### src/rtl/accAluPkg.sv
package accAluPkg;

  localparam int OP_W = 5;

  typedef enum logic [OP_W-1:0] {
    OP_ADD = 5'd0,  OP_ADC = 5'd1,  OP_SUB = 5'd2,  OP_SBB = 5'd3,
    OP_CMP = 5'd4,  OP_INC = 5'd5,  OP_DEC = 5'd6,  OP_AND = 5'd7,
    OP_XOR = 5'd8,  OP_OR  = 5'd9,  OP_RLC = 5'd10, OP_RRC = 5'd11,
    OP_RAL = 5'd12, OP_RAR = 5'd13, OP_CMA = 5'd14, OP_CMC = 5'd15,
    OP_STC = 5'd16
  } aluOp_e;

  // Source of the flag value / result byte
  typedef enum logic [2:0] {
    RS_ADDER, RS_AND, RS_XOR, RS_OR, RS_ROT, RS_NOT
  } resSel_e;

  // Source of the next carry flag
  typedef enum logic [2:0] {
    CY_KEEP, CY_ADDER, CY_CLEAR, CY_ROT, CY_INV, CY_SET
  } cySel_e;

  // Source of the next auxiliary carry flag
  typedef enum logic [1:0] {
    AC_HOLD, AC_ADDER, AC_CLEAR
  } acSel_e;

  // Strobes from control to datapath
  typedef struct packed {
    resSel_e resSel;
    logic    keepAcc;      // result byte is the accumulator input
    logic    addOnOperand; // adder A side takes the operand (inc/dec)
    logic    unitB;        // adder B side is the constant one
    logic    subMode;
    logic    useCarry;
    logic    rotLeft;
    logic    rotThru;
    cySel_e  cySel;
    logic    updZsp;
    acSel_e  acSel;
    logic    wrAcc;
    logic    wrOpnd;
  } aluCtrl_t;

endpackage

### src/rtl/accAluCtrl.sv
module accAluCtrl
  import accAluPkg::*;
(
  input  logic [OP_W-1:0] opSel,
  output aluCtrl_t        ctrl
);

  always_comb begin
    ctrl          = '0;
    ctrl.resSel   = RS_ADDER;
    ctrl.cySel    = CY_KEEP;
    ctrl.acSel    = AC_HOLD;
    ctrl.keepAcc  = 1'b1;

    case (opSel)
      OP_ADD, OP_ADC: begin
        ctrl.useCarry = (opSel == OP_ADC);
        ctrl.cySel    = CY_ADDER;
        ctrl.acSel    = AC_ADDER;
        ctrl.updZsp   = 1'b1;
        ctrl.keepAcc  = 1'b0;
        ctrl.wrAcc    = 1'b1;
      end
      OP_SUB, OP_SBB: begin
        ctrl.subMode  = 1'b1;
        ctrl.useCarry = (opSel == OP_SBB);
        ctrl.cySel    = CY_ADDER;
        ctrl.acSel    = AC_ADDER;
        ctrl.updZsp   = 1'b1;
        ctrl.keepAcc  = 1'b0;
        ctrl.wrAcc    = 1'b1;
      end
      OP_CMP: begin
        ctrl.subMode  = 1'b1;
        ctrl.cySel    = CY_ADDER;
        ctrl.acSel    = AC_ADDER;
        ctrl.updZsp   = 1'b1;
      end
      OP_INC, OP_DEC: begin
        ctrl.addOnOperand = 1'b1;
        ctrl.unitB        = 1'b1;
        ctrl.subMode      = (opSel == OP_DEC);
        ctrl.acSel        = AC_ADDER;
        ctrl.updZsp       = 1'b1;
        ctrl.keepAcc      = 1'b0;
        ctrl.wrOpnd       = 1'b1;
      end
      OP_AND, OP_XOR, OP_OR: begin
        ctrl.resSel  = (opSel == OP_AND) ? RS_AND :
                       (opSel == OP_XOR) ? RS_XOR : RS_OR;
        ctrl.cySel   = CY_CLEAR;
        ctrl.acSel   = AC_CLEAR;
        ctrl.updZsp  = 1'b1;
        ctrl.keepAcc = 1'b0;
        ctrl.wrAcc   = 1'b1;
      end
      OP_RLC, OP_RRC, OP_RAL, OP_RAR: begin
        ctrl.resSel  = RS_ROT;
        ctrl.rotLeft = (opSel == OP_RLC) || (opSel == OP_RAL);
        ctrl.rotThru = (opSel == OP_RAL) || (opSel == OP_RAR);
        ctrl.cySel   = CY_ROT;
        ctrl.keepAcc = 1'b0;
        ctrl.wrAcc   = 1'b1;
      end
      OP_CMA: begin
        ctrl.resSel  = RS_NOT;
        ctrl.keepAcc = 1'b0;
        ctrl.wrAcc   = 1'b1;
      end
      OP_CMC: ctrl.cySel = CY_INV;
      OP_STC: ctrl.cySel = CY_SET;
      default: ;
    endcase
  end

endmodule

### src/rtl/accAluAdder.sv
module accAluAdder #(
  parameter int DW    = 8,
  parameter int NIB_W = 4
) (
  input  logic [DW-1:0] opA,
  input  logic [DW-1:0] opB,
  input  logic          subMode,
  input  logic          useCarry,
  input  logic          carryIn,
  output logic [DW-1:0] sum,
  output logic          carryOut,
  output logic          auxOut
);

  logic [DW-1:0]  bEff;
  logic           cinEff;
  logic [DW:0]    full;
  logic [NIB_W:0] nib;

  always_comb begin
    bEff   = subMode ? ~opB : opB;
    // subtraction is A + ~B + 1, with the borrow removing the +1
    if (subMode) cinEff = useCarry ? ~carryIn : 1'b1;
    else         cinEff = useCarry ?  carryIn : 1'b0;
    full = {1'b0, opA} + {1'b0, bEff} + {{DW{1'b0}}, cinEff};
    nib  = {1'b0, opA[NIB_W-1:0]} + {1'b0, bEff[NIB_W-1:0]}
         + {{NIB_W{1'b0}}, cinEff};
    sum      = full[DW-1:0];
    carryOut = subMode ? ~full[DW]    : full[DW];
    auxOut   = subMode ? ~nib[NIB_W]  : nib[NIB_W];
  end

endmodule

### src/rtl/accAluRot.sv
module accAluRot #(
  parameter int DW = 8
) (
  input  logic [DW-1:0] val,
  input  logic          rotLeft,
  input  logic          rotThru,
  input  logic          carryIn,
  output logic [DW-1:0] res,
  output logic          carryOut
);

  logic fillLeft;
  logic fillRight;

  always_comb begin
    // bit entering at the vacated end: the moved bit, or the old carry
    fillLeft  = rotThru ? carryIn : val[DW-1];
    fillRight = rotThru ? carryIn : val[0];
    if (rotLeft) begin
      res      = {val[DW-2:0], fillLeft};
      carryOut = val[DW-1];
    end else begin
      res      = {fillRight, val[DW-1:1]};
      carryOut = val[0];
    end
  end

endmodule

### src/rtl/accAluDatapath.sv
module accAluDatapath
  import accAluPkg::*;
#(
  parameter int DW    = 8,
  parameter int NIB_W = 4
) (
  input  logic          clk,
  input  logic          rstN,
  input  logic          opValid,
  input  aluCtrl_t      ctrl,
  input  logic [DW-1:0] accIn,
  input  logic [DW-1:0] operand,
  input  logic          carryIn,
  output logic          resValid,
  output logic [DW-1:0] resOut,
  output logic          wrAcc,
  output logic          wrOpnd,
  output logic          flgCarry,
  output logic          flgZero,
  output logic          flgSign,
  output logic          flgParity,
  output logic          flgAux
);

  localparam logic [DW-1:0] ONE = {{(DW-1){1'b0}}, 1'b1};

  logic [DW-1:0] adderA;
  logic [DW-1:0] adderB;
  logic [DW-1:0] adderSum;
  logic          adderCy;
  logic          adderAc;
  logic [DW-1:0] rotRes;
  logic          rotCy;
  logic [DW-1:0] flagVal;
  logic [DW-1:0] resNext;
  logic          cyNext;

  assign adderA = ctrl.addOnOperand ? operand : accIn;
  assign adderB = ctrl.unitB ? ONE : operand;

  accAluAdder #(.DW(DW), .NIB_W(NIB_W)) uAdder (
    .opA      (adderA),
    .opB      (adderB),
    .subMode  (ctrl.subMode),
    .useCarry (ctrl.useCarry),
    .carryIn  (carryIn),
    .sum      (adderSum),
    .carryOut (adderCy),
    .auxOut   (adderAc)
  );

  accAluRot #(.DW(DW)) uRot (
    .val      (accIn),
    .rotLeft  (ctrl.rotLeft),
    .rotThru  (ctrl.rotThru),
    .carryIn  (carryIn),
    .res      (rotRes),
    .carryOut (rotCy)
  );

  always_comb begin
    case (ctrl.resSel)
      RS_AND:  flagVal = accIn & operand;
      RS_XOR:  flagVal = accIn ^ operand;
      RS_OR:   flagVal = accIn | operand;
      RS_ROT:  flagVal = rotRes;
      RS_NOT:  flagVal = ~accIn;
      default: flagVal = adderSum;
    endcase
    resNext = ctrl.keepAcc ? accIn : flagVal;

    case (ctrl.cySel)
      CY_ADDER: cyNext = adderCy;
      CY_CLEAR: cyNext = 1'b0;
      CY_ROT:   cyNext = rotCy;
      CY_INV:   cyNext = ~carryIn;
      CY_SET:   cyNext = 1'b1;
      default:  cyNext = carryIn;
    endcase
  end

  always_ff @(posedge clk) begin
    if (!rstN) begin
      resValid  <= 1'b0;
      resOut    <= '0;
      wrAcc     <= 1'b0;
      wrOpnd    <= 1'b0;
      flgCarry  <= 1'b0;
      flgZero   <= 1'b0;
      flgSign   <= 1'b0;
      flgParity <= 1'b0;
      flgAux    <= 1'b0;
    end else begin
      resValid <= opValid;
      wrAcc    <= opValid & ctrl.wrAcc;
      wrOpnd   <= opValid & ctrl.wrOpnd;
      if (opValid) begin
        resOut   <= resNext;
        flgCarry <= cyNext;
        if (ctrl.updZsp) begin
          flgZero   <= (flagVal == '0);
          flgSign   <= flagVal[DW-1];
          flgParity <= ~(^flagVal);
        end
        case (ctrl.acSel)
          AC_ADDER: flgAux <= adderAc;
          AC_CLEAR: flgAux <= 1'b0;
          default:  ;
        endcase
      end
    end
  end

endmodule

### src/rtl/accAlu.sv
module accAlu
  import accAluPkg::*;
#(
  parameter int DW    = 8,
  parameter int NIB_W = 4
) (
  input  logic            clk,
  input  logic            rstN,
  input  logic            opValid,
  input  logic [OP_W-1:0] opSel,
  input  logic [DW-1:0]   accIn,
  input  logic [DW-1:0]   operand,
  input  logic            carryIn,
  output logic            resValid,
  output logic [DW-1:0]   resOut,
  output logic            wrAcc,
  output logic            wrOpnd,
  output logic            flgCarry,
  output logic            flgZero,
  output logic            flgSign,
  output logic            flgParity,
  output logic            flgAux
);

  aluCtrl_t ctrl;

  accAluCtrl uCtrl (
    .opSel (opSel),
    .ctrl  (ctrl)
  );

  accAluDatapath #(.DW(DW), .NIB_W(NIB_W)) uDp (
    .clk       (clk),
    .rstN      (rstN),
    .opValid   (opValid),
    .ctrl      (ctrl),
    .accIn     (accIn),
    .operand   (operand),
    .carryIn   (carryIn),
    .resValid  (resValid),
    .resOut    (resOut),
    .wrAcc     (wrAcc),
    .wrOpnd    (wrOpnd),
    .flgCarry  (flgCarry),
    .flgZero   (flgZero),
    .flgSign   (flgSign),
    .flgParity (flgParity),
    .flgAux    (flgAux)
  );

endmodule

### config.mk
export PLATFORM = sky130hd
export DESIGN_NAME = accAlu
export DESIGN_NICKNAME = d
export VERILOG_FILES = /design/src/rtl/accAluPkg.sv /design/src/rtl/accAluCtrl.sv /design/src/rtl/accAluAdder.sv /design/src/rtl/accAluRot.sv /design/src/rtl/accAluDatapath.sv /design/src/rtl/accAlu.sv
export SDC_FILE = /design/constraint.sdc
export NUM_CORES = 1
export LEC_CHECK = 0
export BUFFER_PORTS_ARGS = -buffer_cell sky130_fd_sc_hd__buf_2
export CORE_MARGIN = 1.5
export CORE_UTILIZATION = 52
export CTS_CLUSTER_SIZE = 8
export DETAILED_ROUTE_END_ITERATION = 12
export GPL_ROUTABILITY_DRIVEN = 0
export GPL_TIMING_DRIVEN = 0
export PLACE_DENSITY = 0.83
export SYNTH_ARGS = -nofsm -noshare
export SYNTH_HDL_FRONTEND = slang
export SYNTH_SLANG_ARGS = --single-unit
### constraint.sdc
create_clock -name clk -period 3.7 [get_ports clk]
set_clock_uncertainty 0.15 [all_clocks]
set_input_delay 0.185 -clock clk [delete_from_list [all_inputs] [get_ports clk]]
set_output_delay 0.185 -clock clk [all_outputs]
set_load 0.01 [all_outputs]
# Word level (Yosys, flattened, before mapping)

Cells that the tools add are included.

Word-level logic and storage cells: 97
Output and inout bits: 16
Bits of input ports: 25
Bits in writable memories: 0
Bits in read-only memories: 0
Memories kept: 0
Register bits after elaboration: 16
Latch bits: 0

Add/sub/neg operators: 4
Divide/modulo/power cells: 0
Multiplexer cells: 27
Equal/unequal tests: 28
Multipliers: 0
$lt $le $gt $ge: 0
Bitwise operators: 11
Shift operators: 0
Reductions and logical operators: 18

Operator list:

| cell                                          | number |
|---|---|
| == test 5 x 4 -> 1 bit, second input constant | 8 |
| 2-to-1 mux 8 bit                              | 5 |
| case mux 8 bit (5 select lines)               | 1 |
| == test 5 x 3 -> 1 bit, second input constant | 4 |
| NOT 8 bit                                     | 2 |
| case mux 3 bit (5 select lines)               | 1 |
| OR reduction 14 bit                           | 1 |
| == test 3 x 2 -> 1 bit, second input constant | 4 |
| == test 3 bit, second input constant          | 4 |
| OR reduction 12 bit                           | 1 |
| 2-to-1 mux 1 bit                              | 11 |
| == test 5 x 2 -> 1 bit, second input constant | 2 |
| adder 8 x 8 -> 9 bit                          | 1 |
| adder 9 x 1 -> 9 bit                          | 1 |
| case mux 3 bit (3 select lines)               | 1 |
| AND 8 bit                                     | 1 |
| zero test 8 bit                               | 1 |
| OR 8 bit                                      | 1 |
| XOR reduction 8 bit                           | 1 |
| XOR 8 bit                                     | 1 |
| OR reduction 7 bit                            | 1 |
| == test 3 x 1 -> 1 bit, second input constant | 2 |
| case mux 1 bit (2 select lines)               | 3 |
| case mux 3 bit (2 select lines)               | 1 |
| 19 further kinds                              | 29 |

# Logic depth before layout (Yosys ltp)

Depth in word-level cells: 11
Gate-level depth with buffers: 19

# Hierarchy

From an unflattened synthesis, not the netlist that was laid out.

Cells, all modules: 352
Area, all modules: 2,682.6 µm²

Modules (own cells, without submodules):

| module         | cells each | area an instance (µm²) | times used |
|---|---|---|---|
| accAluDatapath | 233        | 1,726.7                | 1 |
| accAluAdder    | 58         | 471.7                  | 1 |
| accAluCtrl     | 47         | 334.1                  | 1 |
| accAluRot      | 14         | 150.1                  | 1 |

# Least setup slack after synthesis

OpenSTA, ideal clock, no wires.

Path type: input-to-reg
Start: input port opSel[2]
End: register uDp.flgParity
Arrival time: 3,573 ps
Data required time: 3,485 ps
Path buffers: 3
Slack: -88 ps
Stages on the path: 19
Path through: buf_6 > clkbuf_1 > o211ai_1 > buf_2 > nand2_1 > xnor2_1 > fa_1 > fa_1 > a21oi_1 > o21ai_0 > a21oi_1 > xnor2_1 > and2_1 > nor2_1 > ha_1 > xnor2_1 > xnor2_1 > mux2i_1 > nor2b_1

Word-level cells in the longest chain between the ends: 11
Elaborated cells on any way between the ends: 53
Those cells by class: add/sub (2); eq/ne (19); mux (18); bitwise (2); reduce/logical (12)

Ends and longest elaborated chain:

| what                                             | line                               | text |
|---|---|---|
| from (decl)                                      | accAlu.sv:10                       | `input logic [OP_W-1:0] opSel,` |
| == test 5 x 3 -> 1 bit, on equally long branches | accAluCtrl.sv:15, accAluCtrl.sv:42 |  |
| OR reduction 2 bit                               | --                                 |  |
| 2-to-1 mux 2 bit                                 | accAluCtrl.sv:15                   | `case (opSel)` |
| 2-to-1 mux 8 bit                                 | accAluDatapath.sv:39               | `assign adderB = ctrl.unitB ? ONE : operand;` |
| NOT 8 bit                                        | accAluAdder.sv:21                  | `bEff = subMode ? ~opB : opB;` |
| 2-to-1 mux 8 bit                                 | accAluAdder.sv:21                  |  |
| adder 8 x 8 -> 9 bit                             | accAluAdder.sv:25                  | `full = {1'b0, opA} + {1'b0, bEff} + {{DW{1'b0}}, cinEff};` |
| adder 9 x 1 -> 9 bit                             | accAluAdder.sv:25                  |  |
| case mux 8 bit (5 select lines)                  | accAluDatapath.sv:62               | `case (ctrl.resSel)` |
| XOR reduction 8 bit                              | accAluDatapath.sv:103              | `flgParity <= ~(^flagVal);` |
| NOT 1 bit                                        | accAluDatapath.sv:103              |  |
| to (signal assigned)                             | accAluDatapath.sv:103              |  |
| to (decl)                                        | accAluDatapath.sv:21               | `output logic flgParity,` |

Parallel ways exist; a longest one is shown, timed or not.
A chain may end at the register's enable or synchronous reset.

# Worst setup path in the final report

Start: input port opSel[0]
End: register uDp.flgParity

The elaborated chain is that of the path after synthesis.

==> out/summary.txt <==
Synth async-reset ratio -> 0%
DRC marker count from the first detailed-route iteration -> 166
filler cell count in the final layout -> 364
drt wl/cell -> 15.8 µm
switching power share of the total -> 39.9%
Floorplan Core Area -> 4320 µm²
fraction of final layout cells sized beyond drive strength 1 -> 25.9%
clock transition at the registers of the reported paths -> 0.06 ns
number of enable-type register cells in the synthesized netlist -> 0
worst setup path class -> in2reg
PwrDens -> 298 nW/µm²
P_sw -> 0.328 mW
total overflow reported by the global router -> 0
Yosys warning total -> 0
most frequent cells after synthesis -> 37 x nand2_1, 29 x ha_1, 19 x inv_1, 18 x a21oi_1, 17 x nor2_1
worst slew pin tran -> 0.660 ns
maximum buffer depth of the clock tree -> 2
Power, Total -> 0.822 mW
share of the yosys chip area belonging to registers -> 13.9%
top-level port count -> 41
vias after detailed routing -> 2365
CP endpoint kind -> flop
most frequently used cell type in the post-synthesis netlist -> nand2_1
share of the cycle needed by the critical path after routing -> 96.4%
utilization after layout -> 63.8%
Horiz. Die Dim -> 69.7 µm
pre-CTS setup slack -> -0.836 ns
number of nets in the layout -> 401
hold crit path type -> in2reg
number of different library cells in the post-synthesis netlist -> 61
max-capacitance violation count -> 0
fraction of synthesized cell area taken by the top area cell type -> 15.7%
WP data arrival -> 3.61 ns
root cell of the clock tree -> clkbuf_8
overall track demand over capacity in global routing -> 25.1%
Num CTS Buffers -> 3
count of final max-slew check failures -> 0
number of sinks handled by clock tree synthesis -> 16
number of failing setup endpoints in the final timing report -> 0
Internal Pwr Total -> 0.494 mW
first-pass GRT wire length -> 10200 µm
final hold vios -> 0
H-tree levels -> 1
WHS -> 0.157 ns
library cell occupying the most area in the post-synthesis netlist -> ha_1
Gate Count Post-Synth -> 297
cell at the slowest stage of the critical path -> fa_2
crit-path cells -> clkbuf_4 > nor2b_4 > o211ai_1 > buf_4 > nand2_4 > xnor2_2 > fa_2 > fa_2 > a21oi_2 > o21ai_2 > a21oi_2 > xnor2_1 > and2_1 > nor2_1 > ha_1 > xnor2_2 > xnor2_1 > mux2i_1 > nor2b_1
Netlist Area Pre-Place -> 2310 µm²
FP Rows -> 24
TritonCTS clock tree -> done
Vert. Die Dim -> 69.7 µm
DRT antenna net count -> 0
Layout Area Growth over Synthesis -> 19.3%
port bufs -> 38
required arrival time at the worst endpoint -> 3.74 ns
antenna violations before repair -> 0
leading cell types by total area after synthesis -> ha_1 16%, dfxtp_1 14%, nand2_1 6.0%
crit-path max FO -> 8
vias in the first global route -> 2229
worst-case setup margin in the final layout -> 0.131 ns
antenna fix cells -> 0
ys flop type -> dfxtp_1
category of the worst setup path launch point -> primary input
Clock Power Share -> 19.1%
crit-path max cell delay -> 0.42 ns
Die Area -> 4860 µm²
synthesized netlist net count -> 353
static leakage power -> 1.31 nW
flops & latches, synth -> 16
Post-CTS Hold Fix Bufs -> 0
Relative slew margins -> 55.8%
outcome -> complete, no violations
maximum number of pins on one net before global-route repair -> 14
synthesized area divided by synthesized cell count -> 7.79 µm²
post-DR vias/cell -> 5.97
worst IR drop on VDD -> 0.000141 V
Pre-antenna DRT Iters -> 5
initial core utilization -> 53.5%
Sequential Power Share -> 23.8%
fraction of power consumed by combinational cells -> 57.1%
achievable frequency -> 280 MHz
worst-skew pair later-pin latency -> 0.25 ns
estimated wirelength of the detail-placed design -> 4800 µm
Total Routed Length -> 6280 µm
Post-route DRC -> 0
clock period minus final worst setup slack -> 3.57 ns
-- sequential cells by signal, indices dropped and copies added, names as in the netlist --
register and cells:
uDp.flgCarry 1, uDp.wrAcc 1, uDp.flgZero 1, uDp.flgSign 1, uDp.resValid 1, uDp.flgParity 1
uDp.wrOpnd 1, uDp.resOut 8, uDp.flgAux 1
-- final cells by class --
class	count	area [µm²]	share of cell area, %
flip-flops and latches	16	320	11.6
well taps	52	65.1	2.36
multi-input cells	245	1890	68.6
repair buffers	46	255	9.25
clock buffers	4	55.1	2.00
inverters	19	71.3	2.59
plain buffers	14	100	3.63
-- through the flow --
| step | cell area (µm²) | TNS, ns | std cells |
|---|---|---|---|
| 4_1_cts | 2680 | 0 | 394 |
| 3_3_place_gp | 2580 | -1.42 | 387 |
| 5_1_grt | 2760 | -0.0264 | 396 |
| 3_5_place_dp | 2580 | -2.06 | 387 |
| 2_1_floorplan | 2320 | 0 | 297 |
| 6_report | 2760 | 0 | 396 |
-- what timing repair did --
| action | CTS | global route |
|---|---|---|
| cloned | 0 | 0 |
| resized for setup | 8 | 18 |
| endpoints found under the setup margin | 3 | 2 |
| buffers inserted | 5 | 3 |
| pin swaps | 8 | 11 |
-- path summary, 6_finish.rpt --
check                      from            end  slack [ns]  cells past startpoint
setup / recovery       opSel[0]  uDp.flgParity        0.13                     19
hold / removal             rstN     uDp.wrOpnd        0.16                      3
hold reg to reg   uDp.resOut[5]  uDp.resOut[5]        0.36                      2
setup reg to reg   uDp.flgCarry   uDp.flgCarry        2.25                      6
-- metal layers --
metal	global-route usage, %	part of all wire, %	vias to the layer above
li1	-	-	1160
met1	33.4	45	1098
met2	43.7	48	97
met3	1.74	6.0	10
met4	7.26	1.4	0
met5	0	0	-
-- power by group through the flow --
stage / sequential [mW] / clock (mW) / combinational [mW]
4_1_cts: 0.195 / 0.157 / 0.445
3_5_place_dp: 0.199 / 0 / 0.421
2_1_floorplan: 0.207 / 0 / 0.301
3_3_place_gp: 0.198 / 0 / 0.403
5_1_grt: 0.197 / 0.165 / 0.504
6_report: 0.196 / 0.157 / 0.469
-- cells in the final DEF (no fill, tap or decap), drive strengths merged, types with 2 or more instances in the layout --
cell     synthesis  layout
a211o            2       2
a211oi           5       5
a21o             4       4
a21oi           19      19
a221o            2       2
a31oi            5       5
and2             2       2
buf             12      53
clkbuf           5      11
dfxtp           16      16
fa               2       2
ha              29      29
inv             19      19
mux2i           10      10
nand2           37      37
nand2b           4       4
nand3            5       5
nand3b           3       3
nand4            2       2
nor2            18      18
nor2b           11      11
nor3             6       6
o211a            2       2
o211ai           5       5
o21a             2       2
o21ai           21      21
o221ai           5       5
o22ai            4       4
o2bb2ai          2       2
o311a            2       2
or2              2       2
xnor2            9       9
xor2            11      11
-- worst max-delay path, delay by kind of cell --
family	cells	cell delay, ns
AO/OA/AOI/OAI	4	0.64
buffers and inverters	2	0.37
AND/OR/NAND/NOR	5	0.56
XOR/XNOR	4	0.62
multiplexers	1	0.10
adder cells (fa/ha/maj)	3	1.12
-- cell families (layout without fill, tap and decap cells) --
family / count (synthesis) / after routing / synth area share, %
buffers and inverters: 36 / 83 / 7.58
XOR/XNOR: 20 / 20 / 7.58
AND/OR/NAND/NOR: 96 / 96 / 21.8
AO/OA/AOI/OAI: 88 / 88 / 27.5
multiplexers: 10 / 10 / 4.33
adder cells (fa/ha/maj): 31 / 31 / 17.4
flip-flops: 16 / 16 / 13.9
(Power assumes the default switching activity.)
